### src/rtl/motor_pwm_pkg.sv
package motor_pwm_pkg;

  typedef enum logic [1:0] {
    ALIGN_OFF    = 2'b00,
    ALIGN_LEFT   = 2'b01,
    ALIGN_RIGHT  = 2'b10,
    ALIGN_CENTER = 2'b11
  } align_e;

  typedef enum logic [1:0] {
    PM_HALF_MINUS = 2'b00,
    PM_HALF_PLUS  = 2'b01,
    PM_FULL       = 2'b10,
    PM_DUAL       = 2'b11
  } pin_mode_e;

  // Pin pair packing: bit 1 = minus pin, bit 0 = plus pin.
  function automatic logic [1:0] route_level(input logic [1:0] mode,
                                             input logic sign,
                                             input logic lvl);
    logic [1:0] pins;
    case (mode)
      PM_HALF_MINUS: pins = {lvl, 1'b0};
      PM_HALF_PLUS:  pins = {1'b0, lvl};
      default:       pins = sign ? {lvl, 1'b0} : {1'b0, lvl};
    endcase
    return pins;
  endfunction

endpackage

### src/rtl/motor_pwm_cfg_regs.sv
module motor_pwm_cfg_regs
  import motor_pwm_pkg::*;
#(
  parameter int CNT_W = 8,
  parameter int DLY_W = 2
) (
  input  logic             clk,
  input  logic             rst_n,
  input  logic             cfg_we,
  input  logic [CNT_W-1:0] cfg_duty,
  input  logic             cfg_sign,
  input  logic [1:0]       cfg_align,
  input  logic [1:0]       cfg_omode,
  input  logic [DLY_W-1:0] cfg_delay,
  input  logic             tc_tick,
  input  logic             tc_ovf,
  input  logic             all_dis_i,
  input  logic [CNT_W-1:0] period_i,
  output logic [1:0]       shd_align,
  output logic [1:0]       shd_omode,
  output logic [CNT_W-1:0] act_duty,
  output logic             act_sign,
  output logic [1:0]       act_align,
  output logic [1:0]       act_omode,
  output logic [DLY_W-1:0] act_delay,
  output logic             load_now
);

  logic [CNT_W-1:0] shd_duty;
  logic             shd_sign;
  logic [DLY_W-1:0] shd_delay;
  logic             idle_load;
  logic             frame_end;

  assign idle_load = all_dis_i || (period_i == '0);
  assign frame_end = tc_tick && tc_ovf;
  assign load_now  = idle_load || frame_end;

  always_ff @(posedge clk or negedge rst_n) begin
    if (!rst_n) begin
      shd_duty  <= '0;
      shd_sign  <= 1'b0;
      shd_align <= ALIGN_OFF;
      shd_omode <= PM_HALF_MINUS;
      shd_delay <= '0;
    end else if (cfg_we) begin
      shd_duty  <= cfg_duty;
      shd_sign  <= cfg_sign;
      shd_align <= cfg_align;
      shd_omode <= cfg_omode;
      shd_delay <= cfg_delay;
    end
  end

  always_ff @(posedge clk or negedge rst_n) begin
    if (!rst_n) begin
      act_duty  <= '0;
      act_sign  <= 1'b0;
      act_align <= ALIGN_OFF;
      act_omode <= PM_HALF_MINUS;
      act_delay <= '0;
    end else if (load_now) begin
      act_duty  <= shd_duty;
      act_sign  <= shd_sign;
      act_align <= shd_align;
      act_omode <= shd_omode;
      act_delay <= shd_delay;
    end
  end

endmodule

### src/rtl/motor_pwm_wave.sv
module motor_pwm_wave
  import motor_pwm_pkg::*;
#(
  parameter int CNT_W = 8
) (
  input  logic [CNT_W-1:0] cnt,
  input  logic [CNT_W-1:0] period,
  input  logic [CNT_W-1:0] duty,
  input  logic             sign,
  input  logic [1:0]       align,
  input  logic [1:0]       omode,
  output logic             level,
  output logic [1:0]       pins
);

  function automatic logic calc_level(input logic [1:0] al,
                                      input logic [CNT_W-1:0] c,
                                      input logic [CNT_W-1:0] per,
                                      input logic [CNT_W-1:0] du);
    logic [CNT_W-1:0] d;
    logic [CNT_W-1:0] lead;
    logic             on;
    d    = (du > per) ? per : du;
    lead = (per - d) >> 1;
    on   = 1'b0;
    if (per != '0 && du != '0) begin
      case (al)
        ALIGN_LEFT:   on = (c < d);
        ALIGN_RIGHT:  on = (c >= per - d);
        ALIGN_CENTER: on = (c >= lead) && ((c - lead) < d);
        default:      on = 1'b0;
      endcase
    end
    return on;
  endfunction

  assign level = calc_level(align, cnt, period, duty);
  assign pins  = route_level(omode, sign, level);

endmodule

### src/rtl/motor_pwm_delay.sv
module motor_pwm_delay #(
  parameter int DLY_W = 2,
  parameter int LANES = 2
) (
  input  logic             clk,
  input  logic             rst_n,
  input  logic             tc_tick,
  input  logic [LANES-1:0] din,
  input  logic [DLY_W-1:0] sel,
  output logic [LANES-1:0] dout
);

  localparam int DEPTH = 1 << DLY_W;

  logic [LANES-1:0] stage [DEPTH];

  for (genvar i = 0; i < DEPTH; i++) begin : g_stage
    always_ff @(posedge clk or negedge rst_n) begin
      if (!rst_n) begin
        stage[i] <= '0;
      end else if (tc_tick) begin
        if (i == 0) begin
          stage[i] <= din;
        end else begin
          stage[i] <= stage[i-1];
        end
      end
    end
  end

  assign dout = stage[sel];

endmodule

### src/rtl/motor_pwm_channel.sv
module motor_pwm_channel
  import motor_pwm_pkg::*;
#(
  parameter int CNT_W = 8,
  parameter int DLY_W = 2
) (
  input  logic             clk,
  input  logic             rst_n,
  input  logic             tc_tick,
  input  logic [CNT_W-1:0] tc_cnt,
  input  logic             tc_ovf,
  input  logic [CNT_W-1:0] period_i,
  input  logic             all_dis_i,
  input  logic             cfg_we,
  input  logic [CNT_W-1:0] cfg_duty,
  input  logic             cfg_sign,
  input  logic [1:0]       cfg_align,
  input  logic [1:0]       cfg_omode,
  input  logic [DLY_W-1:0] cfg_delay,
  output logic             pin_m,
  output logic             pin_m_oe,
  output logic             pin_p,
  output logic             pin_p_oe,
  output logic [1:0]       rd_align,
  output logic [1:0]       rd_omode
);

  localparam int LANES = 2;

  logic [CNT_W-1:0] work_duty_w;
  logic             work_sign_w;
  logic [1:0]       work_align_w;
  logic [1:0]       work_omode_w;
  logic [DLY_W-1:0] work_delay_w;
  logic             load_now_w;
  logic             level_w;
  logic [1:0]       mapped_w;
  logic [1:0]       delayed_w;
  logic             drive_en_w;

  motor_pwm_cfg_regs #(.CNT_W(CNT_W), .DLY_W(DLY_W)) cfg_i (
    .clk       (clk),
    .rst_n     (rst_n),
    .cfg_we    (cfg_we),
    .cfg_duty  (cfg_duty),
    .cfg_sign  (cfg_sign),
    .cfg_align (cfg_align),
    .cfg_omode (cfg_omode),
    .cfg_delay (cfg_delay),
    .tc_tick   (tc_tick),
    .tc_ovf    (tc_ovf),
    .all_dis_i (all_dis_i),
    .period_i  (period_i),
    .shd_align (rd_align),
    .shd_omode (rd_omode),
    .act_duty  (work_duty_w),
    .act_sign  (work_sign_w),
    .act_align (work_align_w),
    .act_omode (work_omode_w),
    .act_delay (work_delay_w),
    .load_now  (load_now_w)
  );

  motor_pwm_wave #(.CNT_W(CNT_W)) wave_i (
    .cnt    (tc_cnt),
    .period (period_i),
    .duty   (work_duty_w),
    .sign   (work_sign_w),
    .align  (work_align_w),
    .omode  (work_omode_w),
    .level  (level_w),
    .pins   (mapped_w)
  );

  motor_pwm_delay #(.DLY_W(DLY_W), .LANES(LANES)) dly_i (
    .clk     (clk),
    .rst_n   (rst_n),
    .tc_tick (tc_tick),
    .din     (mapped_w),
    .sel     (work_delay_w),
    .dout    (delayed_w)
  );

  // Release is taken from the working set directly, never through the delay line.
  assign drive_en_w = (work_align_w != ALIGN_OFF) && (period_i != '0);
  assign pin_m_oe   = drive_en_w && (work_omode_w != PM_HALF_PLUS);
  assign pin_p_oe   = drive_en_w && (work_omode_w != PM_HALF_MINUS);
  assign pin_m      = pin_m_oe && delayed_w[1];
  assign pin_p      = pin_p_oe && delayed_w[0];

endmodule

### config.mk
export PLATFORM = sky130hd
export DESIGN_NAME = motor_pwm_channel
export DESIGN_NICKNAME = d
export VERILOG_FILES = /design/src/rtl/motor_pwm_pkg.sv /design/src/rtl/motor_pwm_cfg_regs.sv /design/src/rtl/motor_pwm_wave.sv /design/src/rtl/motor_pwm_delay.sv /design/src/rtl/motor_pwm_channel.sv
export SDC_FILE = /design/constraint.sdc
export NUM_CORES = 1
export LEC_CHECK = 0
export ABC_CLOCK_PERIOD_IN_PS = 6400
export BUFFER_PORTS_ARGS = -buffer_cell sky130_fd_sc_hd__buf_4
export CELL_PAD_IN_SITES_DETAIL_PLACEMENT = 0
export CELL_PAD_IN_SITES_GLOBAL_PLACEMENT = 1
export CORE_UTILIZATION = 47
export CTS_BUF_LIST = sky130_fd_sc_hd__clkbuf_8
export CTS_CLUSTER_DIAMETER = 40
export DETAILED_ROUTE_END_ITERATION = 16
export PLACE_DENSITY = 0.94
export SYNTH_ARGS = -nofsm -noshare
export SYNTH_HDL_FRONTEND = slang
export SYNTH_SLANG_ARGS = --single-unit
export TNS_END_PERCENT = 1
### constraint.sdc
create_clock -name clk -period 6.4 [get_ports clk]
set_input_delay 0.32 -clock clk [delete_from_list [all_inputs] [get_ports clk]]
set_output_delay 0.32 -clock clk [all_outputs]
set_load 0.1 [all_outputs]
==> results of run 1 <==
[stage by stage]
stage | power [uW] | area [um2] | utilization, % | TNS, ns | hold WS, ns
2_1_floorplan | 895.5 | 3258 | - | 0 | 0.02441
3_3_place_gp | 1050 | 3665 | 56.11 | 0 | 0.3028
3_5_place_dp | 1072 | 3665 | 56.11 | 0 | 0.3070
4_1_cts | 1323 | 3812 | 58.37 | 0 | 0.2467
5_1_grt | 1434 | 3839 | 58.77 | -0.02344 | 0.2472
6_report | 1329 | 3839 | 58.77 | 0 | 0.2595
[what timing repair did]
action	in CTS	in global routing
hold buffers	1	0
endpoints found under the setup margin	0	2
endpoints found under the hold margin	38	0
resized for setup	0	7
[power by group]
group / total (uW) / switching (uW) / internal (uW)
logic: 764 / 428 / 336
registers: 322 / 39.1 / 283
clock network: 243 / 86.6 / 156
[Yosys cell counts (2+ instances only)]
cell | n | share of area (%)
o21ai_0 | 10 | 1.5
o211ai_1 | 6 | 1.4
o21ai_1 | 3 | 0.46
maj3_1 | 6 | 1.8
ha_1 | 32 | 12
o211a_1 | 2 | 0.61
and2_1 | 3 | 0.58
nand2_1 | 20 | 2.3
nand4_1 | 2 | 0.38
mux4_2 | 2 | 1.4
a211oi_1 | 3 | 0.69
mux2i_1 | 2 | 0.61
a211o_1 | 2 | 0.54
a32oi_1 | 2 | 0.54
inv_1 | 21 | 2.4
a31oi_1 | 2 | 0.38
a21o_1 | 6 | 1.4
a2111oi_0 | 2 | 0.54
nor4_1 | 4 | 0.77
nand3_1 | 9 | 1.4
xor2_1 | 2 | 0.54
nor2b_1 | 8 | 1.5
and2_4 | 2 | 0.54
and3_1 | 4 | 0.77
nand2b_1 | 6 | 1.2
nor2_1 | 14 | 1.6
nor3_1 | 7 | 1.1
a221oi_1 | 2 | 0.54
a21oi_1 | 15 | 2.3
or2_2 | 2 | 0.38
mux2_2 | 34 | 12
o2111ai_1 | 2 | 0.54
xnor2_1 | 10 | 2.7
or3_1 | 5 | 0.96
dfrtp_1 | 38 | 29
clkbuf_1 | 5 | 0.58
[flip-flops by register name, summed over array words and instances, names as in the netlist]
register         flops
cfg_i.act_align      2
cfg_i.act_delay      2
cfg_i.act_duty       8
cfg_i.act_omode      2
cfg_i.act_sign       1
cfg_i.shd_align      2
cfg_i.shd_delay      2
cfg_i.shd_duty       8
cfg_i.shd_omode      2
cfg_i.shd_sign       1
dly_i.stage          8
[how the worst min path moves through the flow]
stage,start,end,slack (ns),depth (start not counted)
floorplan,rst_n,cfg_i.act_align[0],0.02,0
global placement,rst_n,cfg_i.shd_delay[1],0.30,1
detailed placement,rst_n,cfg_i.shd_delay[1],0.31,1
CTS,cfg_delay[1],cfg_i.shd_delay[1],0.25,2
global route,cfg_duty[0],cfg_i.shd_duty[0],0.25,2
finish,cfg_delay[1],cfg_i.shd_delay[1],0.26,2
[metal layers]
layer,part of all wire [%],vias up
li1,-,1328
met1,48,1261
met2,47,84
met3,4.2,9
met4,1.5,0
met5,0,-
[cells by family (layout without fill, tap and decap cells)]
family / Yosys count / after routing / share of synthesized area [%]
muxes: 38 / 38 / 13.75
and+or+nand+nor: 96 / 96 / 16.51
DFF: 38 / 38 / 29.19
xor gates and xnor gates: 13 / 13 / 3.725
buffers and inverters: 28 / 76 / 3.495
adders and majority gates: 39 / 39 / 14.75
AOI/OAI and AO/OA: 78 / 78 / 18.59
[final cells by class]
class | count | area (um2)
Clock buffer | 5 | 68.82
Timing Repair Buffer | 47 | 355.3
Sequential cell | 38 | 952.2
Multi-Input combinational cell | 264 | 2218
Tap cell | 77 | 96.34
Clock inverter | 3 | 68.82
Inverter | 21 | 78.83
Fill cell | 582 | 2693
==> impl_metrics.json, run 1 <==
{
  "crit_family": "adder cells",
  "ant_nets": 0,
  "die_height_um": 85.26,
  "fin_crit_ns": 6.010,
  "tightest_slew_ns": 0.6130,
  "power_leakage_uw": 0.001727,
  "worst-setup-path-type": "reg -> reg",
  "worstPathMaxFanout": 9,
  "clock_latency_ns": 0.29,
  "die_w_um": 85.26,
  "yosys.cell_types.count": 71,
  "finalHoldViolCount": 0,
  "timing.rr.end": "dly_i.stage[6]",
  "final_common_cell": "buf_4",
  "fin_skew_ns": 0.005590,
  "yosysWarnings": 0,
  "finalCritPeriodShare_pct": 93.91,
  "hp-class": "in -> reg",
  "grt_usage_pct": 22.10,
  "ios": 45,
  "synth-seq-area-share_pct": 29.19,
  "async_flop_share_pct": 100.0,
  "rr_worst_depth": 26,
  "grt_util_met1_pct": 29.65,
  "wl_per_cell_um": 16.46,
  "crit_buf_inv": 2,
  "dieArea_mm2": 0.007269,
  "start_util_pct": 49.89,
  "dp_hpwl_um": 5952,
  "maxCapViolCount": 0,
  "place_inst": 446,
  "drt_iter0_drc": 158,
  "cts_root_buf": "clkbuf_8",
  "p_per_area_mw_per_mm2": 346.1,
  "avgSynthCellArea_um2": 9.873,
  "ys.flop_type": "dfrtp_1",
  "required_ns": 6.62,
  "slowest_delay_ns": 0.48,
  "finalSetupViolations": 0,
  "globalRouteMet3Util_pct": 2.724,
  "cts_setup_buffers": 0,
  "wl_um": 7489,
  "antenna_cells": 0,
  "outcome": "finished, final reports clean",
  "syn_to_final_growth_pct": 17.82,
  "fmax_ghz": 0.1664,
  "critPathLaunch": "cfg_i.act_duty[1]",
  "endpoint": "dly_i.stage[6]",
  "slowest_stage": "dfrtp_2",
  "grt_pass1_wl_um": 12810,
  "portBuffers": 44,
  "grt_max_degree": 39,
  "synth_nets": 400,
  "ir_drop_mv": 0.2313,
  "fin_cells": 455,
  "antenna_found_initial": 0,
  "cp.arrival_ns": 6.23,
  "synth_cells": 330,
  "grt-busiest-layer": "met2",
  "final_max_slew_viol_count": 0,
  "crit_top_cell": "ha_1",
  "cts_tree": "yes",
  "final_cell_mix": "buf_4 (46), dfrtp_1 (37), mux2_2 (34), ha_1 (31), inv_1 (21)",
  "finalWeightedCongestion": 0.8853,
  "h-tree-depth": 2,
  "coreArea_mm2": 0.006531,
  "synth-seq-cells": 38,
  "drc": 0,
  "clk_pin_slew_ns": 0.08,
  "clk_path_buf_depth": 2,
  "via_per_inst": 5.895,
  "placementRows": 29,
  "drive_gt1_share_pct": 30.42,
  "worst_slack_ns": 0.3896,
  "cts_buffers": 5,
  "grt_pass1_vias": 2738,
  "syn-cell-area_mm2": 0.003258,
  "timing.rr.start": "cfg_i.act_duty[1]",
  "use_met2_pct": 37.68,
  "worst-path-stages": 26,
  "relSlewSlack_pct": 59.03,
  "fin_nets": 447,
  "first_pass_iters": 4,
  "setup.worst_path.start_class": "flop",
  "overflow": 0,
  "r2r_setup_slack_ns": 0.39,
  "dp_slack_ns": 0.1424,
  "vias": 2682,
  "synth-edff-count": 0,
  "cp-end-kind": "flop",
  "cts.sinks": 38
}
Power figures use the tool's default switching activity.
==> run 2: changes to the inputs <==
--- a/config.mk
+++ b/config.mk
@@ -9,6 +9,7 @@
 export BUFFER_PORTS_ARGS = -buffer_cell sky130_fd_sc_hd__buf_4
 export CELL_PAD_IN_SITES_DETAIL_PLACEMENT = 0
 export CELL_PAD_IN_SITES_GLOBAL_PLACEMENT = 1
+export CORE_MARGIN = 4
 export CORE_UTILIZATION = 47
 export CTS_BUF_LIST = sky130_fd_sc_hd__clkbuf_8
 export CTS_CLUSTER_DIAMETER = 40
@@ -16,5 +17,6 @@
 export PLACE_DENSITY = 0.94
 export SYNTH_ARGS = -nofsm -noshare
 export SYNTH_HDL_FRONTEND = slang
+export SYNTH_HIERARCHICAL = 1
 export SYNTH_SLANG_ARGS = --single-unit
 export TNS_END_PERCENT = 1
==> impl_metrics.json, run 2 <==
{
  "h-tree-depth": 2,
  "worst-setup-path-type": "reg -> reg",
  "wl_um": 8979,
  "p_per_area_mw_per_mm2": 352.5,
  "antenna_cells": 0,
  "relSlewSlack_pct": 36.91,
  "cts_root_buf": "clkbuf_8",
  "crit_family": "compound AO/OA/AOI/OAI gates",
  "cts_tree": "yes",
  "maxCapViolCount": 0,
  "worst_slack_ns": 0.1179,
  "cts_buffers": 5,
  "cp.arrival_ns": 6.52,
  "tns_ns": 0,
  "clk_path_buf_depth": 2,
  "clk_pin_slew_ns": 0.08,
  "hp-class": "in -> reg",
  "ir_drop_mv": 0.2419,
  "slowest_stage": "dfrtp_1",
  "grt_max_degree": 39,
  "fin_util_pct": 64.47,
  "drc": 0,
  "worstPathMaxFanout": 4,
  "finalCritPeriodShare_pct": 98.16,
  "required_ns": 6.63,
  "synth_cells": 345,
  "drt_iter0_drc": 175,
  "rr_worst_depth": 34,
  "grt_pass1_vias": 2922,
  "vias": 3095,
  "syn-cell-area_mm2": 0.003442,
  "cp-end-kind": "flop",
  "syn_to_final_growth_pct": 30.06,
  "r2r_setup_slack_ns": 0.12,
  "antenna_found_initial": 0,
  "final_cell_mix": "buf_4 (79), dfrtp_1 (38), mux2_2 (28), inv_1 (24), ha_1 (22)",
  "placementRows": 30,
  "finalHoldViolCount": 0,
  "fmax_ghz": 0.1592,
  "setup.worst_path.start_class": "flop",
  "grt_usage_pct": 19.24,
  "finalPower_uw": 1578,
  "slowest_delay_ns": 0.44,
  "fin_crit_ns": 6.282,
  "dieArea_mm2": 0.008756,
  "top_regs": "cfg_i/act_duty (8), cfg_i/shd_duty (8), dly_i/stage (8)",
  "die_w_um": 93.58,
  "finalWeightedCongestion": 0.9044,
  "synth_nets": 415,
  "wl_per_cell_um": 17.27,
  "start_util_pct": 49.57,
  "overflow": 0,
  "via_per_inst": 5.952,
  "drive_gt1_share_pct": 42.22,
  "clock_latency_ns": 0.30,
  "worst-path-stages": 34,
  "final_common_cell": "buf_4",
  "ant_nets": 0,
  "fin_nets": 493,
  "fin_skew_ns": 0.01138,
  "finalSetupViolations": 0,
  "first_pass_iters": 5,
  "die_height_um": 93.58,
  "dp_hpwl_um": 6648,
  "portBuffers": 44,
  "ios": 45,
  "yosysWarnings": 6,
  "holdPathStages": 2,
  "fillCellCount": 570,
  "power_leakage_uw": 0.001964,
  "avgSynthCellArea_um2": 9.977,
  "dp_slack_ns": -0.2970,
  "final_max_slew_viol_count": 0,
  "crit_buf_inv": 3,
  "outcome": "finished, final reports clean",
  "cts.sinks": 38,
  "tightest_slew_ns": 0.9463,
  "grt_pass1_wl_um": 13650,
  "coreArea_mm2": 0.006944
}
[run 2: final cells by class]
class	count	area [um2]	share of cell area, %
inverters	25	93.84	2.096
clock inverters	3	45.04	1.006
multi-input cells	273	2595	57.97
well taps	96	120.1	2.683
repair buffers	80	603.1	13.47
clock buffers	5	68.82	1.537
flip-flops and latches	38	950.9	21.24
[run 2: where the power goes]
| part | internal [uW] | switching [uW] | total, uW | leakage, uW |
|---|---|---|---|---|
| Sequential | 286 | 35.8 | 322 | 0.000457 |
| Combinational | 483 | 573 | 1060 | 0.00146 |
| Clock | 116 | 84.1 | 200 | 0.0000504 |
| Total | 885 | 693 | 1580 | 0.00196 |
[run 2: through the flow]
step	instance area [um2]	hold slack, ns	instances
floorplan	3443	0.02441	345
detailed placement	3964	0.3059	492
CTS	4106	0.2481	501
global placement	3964	0.2992	492
global route	4477	0.2392	520
finish	4477	0.2502	520
[run 2: worst register-to-register path: cells and delay by family, from the launching register on]
kind,cells,cell delay (ns)
XOR/XNOR,1,0.12
buffers and inverters,3,0.29
AO/OA/AOI/OAI,12,2.06
AND/OR/NAND/NOR,10,1.26
adder cells (fa/ha/maj),7,1.89
flip-flops,1,0.44
multiplexers,1,0.16
[run 2: routing by layer]
| layer | track usage (%) | up-vias | routed length [um] |
|---|---|---|---|
| met1 | 26.70 | 1508 | 4027 |
| met2 | 31.63 | 109 | 4424 |
| li1 | - | 1464 | - |
| met4 | 4.934 | 0 | 140 |
| met3 | 2.574 | 14 | 387 |
| met5 | 0 | - | 0 |
[run 2: worst paths after layout]
| kind | end | from |
|---|---|---|
| max | dly_i/stage[7] | cfg_i/act_duty[6] |
| min | cfg_i/shd_delay[1] | cfg_delay[1] |
| max reg2reg | dly_i/stage[7] | cfg_i/act_duty[6] |
| min reg2reg | dly_i/stage[1] | dly_i/stage[1] |
| max in group asynchronous | cfg_i/act_duty[0] | rst_n |
| min in group asynchronous | dly_i/stage[4] | rst_n |
[run 2: repair_timing]
item	4_1_cts	5_1_grt
setup endpoints to repair	2	2
buffers inserted	0	19
pin swaps	0	33
resized for setup	3	36
endpoints found under the hold margin	21	0
hold buffers	1	0
==> run 3: changes to the inputs <==
--- a/config.mk
+++ b/config.mk
@@ -17,6 +17,5 @@
 export PLACE_DENSITY = 0.94
 export SYNTH_ARGS = -nofsm -noshare
 export SYNTH_HDL_FRONTEND = slang
-export SYNTH_HIERARCHICAL = 1
 export SYNTH_SLANG_ARGS = --single-unit
 export TNS_END_PERCENT = 1
==> impl_metrics.json, run 3 (synthesized netlist as in run 1, its figures left out) <==
{
  "vias": 2685,
  "cts.sinks": 38,
  "relSlewSlack_pct": 58.58,
  "final_common_cell": "buf_4",
  "dp_hpwl_um": 6056,
  "fin_skew_ns": 0.006666,
  "first_pass_iters": 4,
  "maxCapViolCount": 0,
  "worst-setup-path-type": "reg -> reg",
  "fin_util_pct": 55.87,
  "final_max_slew_viol_count": 0,
  "finalCritPeriodShare_pct": 94.49,
  "cts_root_buf": "clkbuf_8",
  "finalSetupViolations": 0,
  "hp-class": "in -> reg",
  "fmax_ghz": 0.1654,
  "fin_crit_ns": 6.048,
  "grt_pass1_wl_um": 12300,
  "overflow": 0,
  "clk_pin_slew_ns": 0.07,
  "p_per_area_mw_per_mm2": 325.6,
  "clk_path_buf_depth": 2,
  "fin_cells": 458,
  "coreArea_mm2": 0.006756,
  "timing.rr.start": "cfg_i.act_duty[1]",
  "multi_input_area_mm2": 0.002205,
  "drive_gt1_share_pct": 29.63,
  "die_w_um": 91.26,
  "via_per_inst": 5.862,
  "drt_iter0_drc": 149,
  "wl_um": 7382,
  "finalHoldViolCount": 0,
  "setup.worst_path.start_class": "flop",
  "finalWeightedCongestion": 0.8933,
  "cts_buffers": 5,
  "seq_area_um2": 952.2,
  "required_ns": 6.62,
  "fillCellCount": 596,
  "cp-end-kind": "flop",
  "cts_tree": "yes",
  "ant_nets": 0,
  "grt_pass1_vias": 2670,
  "fin_nets": 448,
  "portBuffers": 44,
  "ir_drop_mv": 0.2072,
  "rr_worst_depth": 26,
  "outcome": "finished, final reports clean",
  "critPathLaunch": "cfg_i.act_duty[1]",
  "final_cell_mix": "buf_4 (47), dfrtp_1 (37), mux2_2 (34), ha_1 (31), inv_1 (23)",
  "ios": 45,
  "timing.rr.end": "dly_i.stage[6]",
  "syn_to_final_growth_pct": 15.86,
  "tightest_slew_ns": 0.6198,
  "grt_usage_pct": 17.96,
  "grt_max_degree": 39,
  "place_inst": 449,
  "drc": 0,
  "dieArea_mm2": 0.008328,
  "wl_per_cell_um": 16.12,
  "antenna_cells": 0,
  "antenna_found_initial": 0,
  "endpoint": "dly_i.stage[6]",
  "h-tree-depth": 2,
  "power_leakage_uw": 0.001707,
  "cp.arrival_ns": 6.26,
  "die_height_um": 91.26,
  "placementRows": 30,
  "worstPathMaxFanout": 9,
  "clock_latency_ns": 0.28,
  "start_util_pct": 48.22,
  "r2r_setup_slack_ns": 0.35,
  "top_regs": "cfg_i.act_duty (8), cfg_i.shd_duty (8), dly_i.stage (8)"
}
run 3: report_power, final:
group	internal [uW]	total, uW	switching (uW)
registers	283	320	37.0
clock network	71.7	146	74.5
logic	337	763	426
total	692	1230	537
run 3: worst min path at each step:
| stage | start | slack (ns) | endpoint | depth (start not counted) |
|---|---|---|---|---|
| after floorplan | rst_n | 0.02 | cfg_i.act_align[0] | 0 |
| after global placement | rst_n | 0.30 | dly_i.stage[1] | 1 |
| after detailed placement | rst_n | 0.30 | dly_i.stage[3] | 1 |
| after CTS | cfg_duty[4] | 0.26 | cfg_i.shd_duty[4] | 2 |
| after global routing | cfg_align[1] | 0.26 | cfg_i.shd_align[1] | 2 |
| final | cfg_sign | 0.27 | cfg_i.shd_sign | 2 |
run 3: timing repair:
action / in CTS / in global routing
hold buffers: 1 / 0
buffers inserted: 0 / 1
resized for setup: 0 / 5
hold endpoints to repair: 9 / 0
setup endpoints to repair: 0 / 2
run 3: final cells by class:
cell class,instances,share of cell area (%)
clock buffers,5,1.823
clock inverters,2,0.1989
inverters,21,2.088
multi-input cells,264,58.40
flip-flops and latches,38,25.22
well taps,80,2.652
repair buffers,48,9.612
run 3: metal layers:
layer	wire length (um)	share of wire, %	GRT usage (%)
met1	3434	47	23.94
met2	3521	48	29.92
met3	296	4.0	2.734
met4	130	1.8	5.653
met5	0	0	0
run 3: stage by stage:
| stage | total power, uW | hold slack (ns) | instance area [um2] | TNS [ns] | worst slack [ns] |
|---|---|---|---|---|---|
| finish | 1229 | 0.2665 | 3775 | 0 | 0.3524 |
| global route | 1329 | 0.2638 | 3775 | -0.009932 | -0.009932 |
| CTS | 1222 | 0.2601 | 3755 | 0 | 0.09971 |
| detailed placement | 1072 | 0.3038 | 3669 | 0 | 0.1240 |
| global placement | 1051 | 0.2987 | 3669 | 0 | 0.3552 |
| floorplan | 895.5 | 0.02441 | 3258 | 0 | 0.8374 |
run 3: critical path, stage by stage, from the launching register on:
cell and delay (ns):
dfrtp_2 0.47, ha_1 0.31, nor2b_1 0.13, o211ai_1 0.23, a21oi_2 0.18, o211ai_1 0.25, nand2_1 0.12, ha_1 0.24
inv_1 0.07, ha_2 0.25, nor2_1 0.08, o32ai_2 0.33, inv_1 0.11, ha_1 0.30, nor2b_1 0.13, o21ai_0 0.15
nand2b_1 0.11, maj3_1 0.36, maj3_1 0.40, a2111oi_1 0.37, nor3_1 0.12, ha_1 0.30, and3_1 0.21, a211oi_1 0.23
o211ai_1 0.13, a32o_1 0.25, o21ai_1 0.13
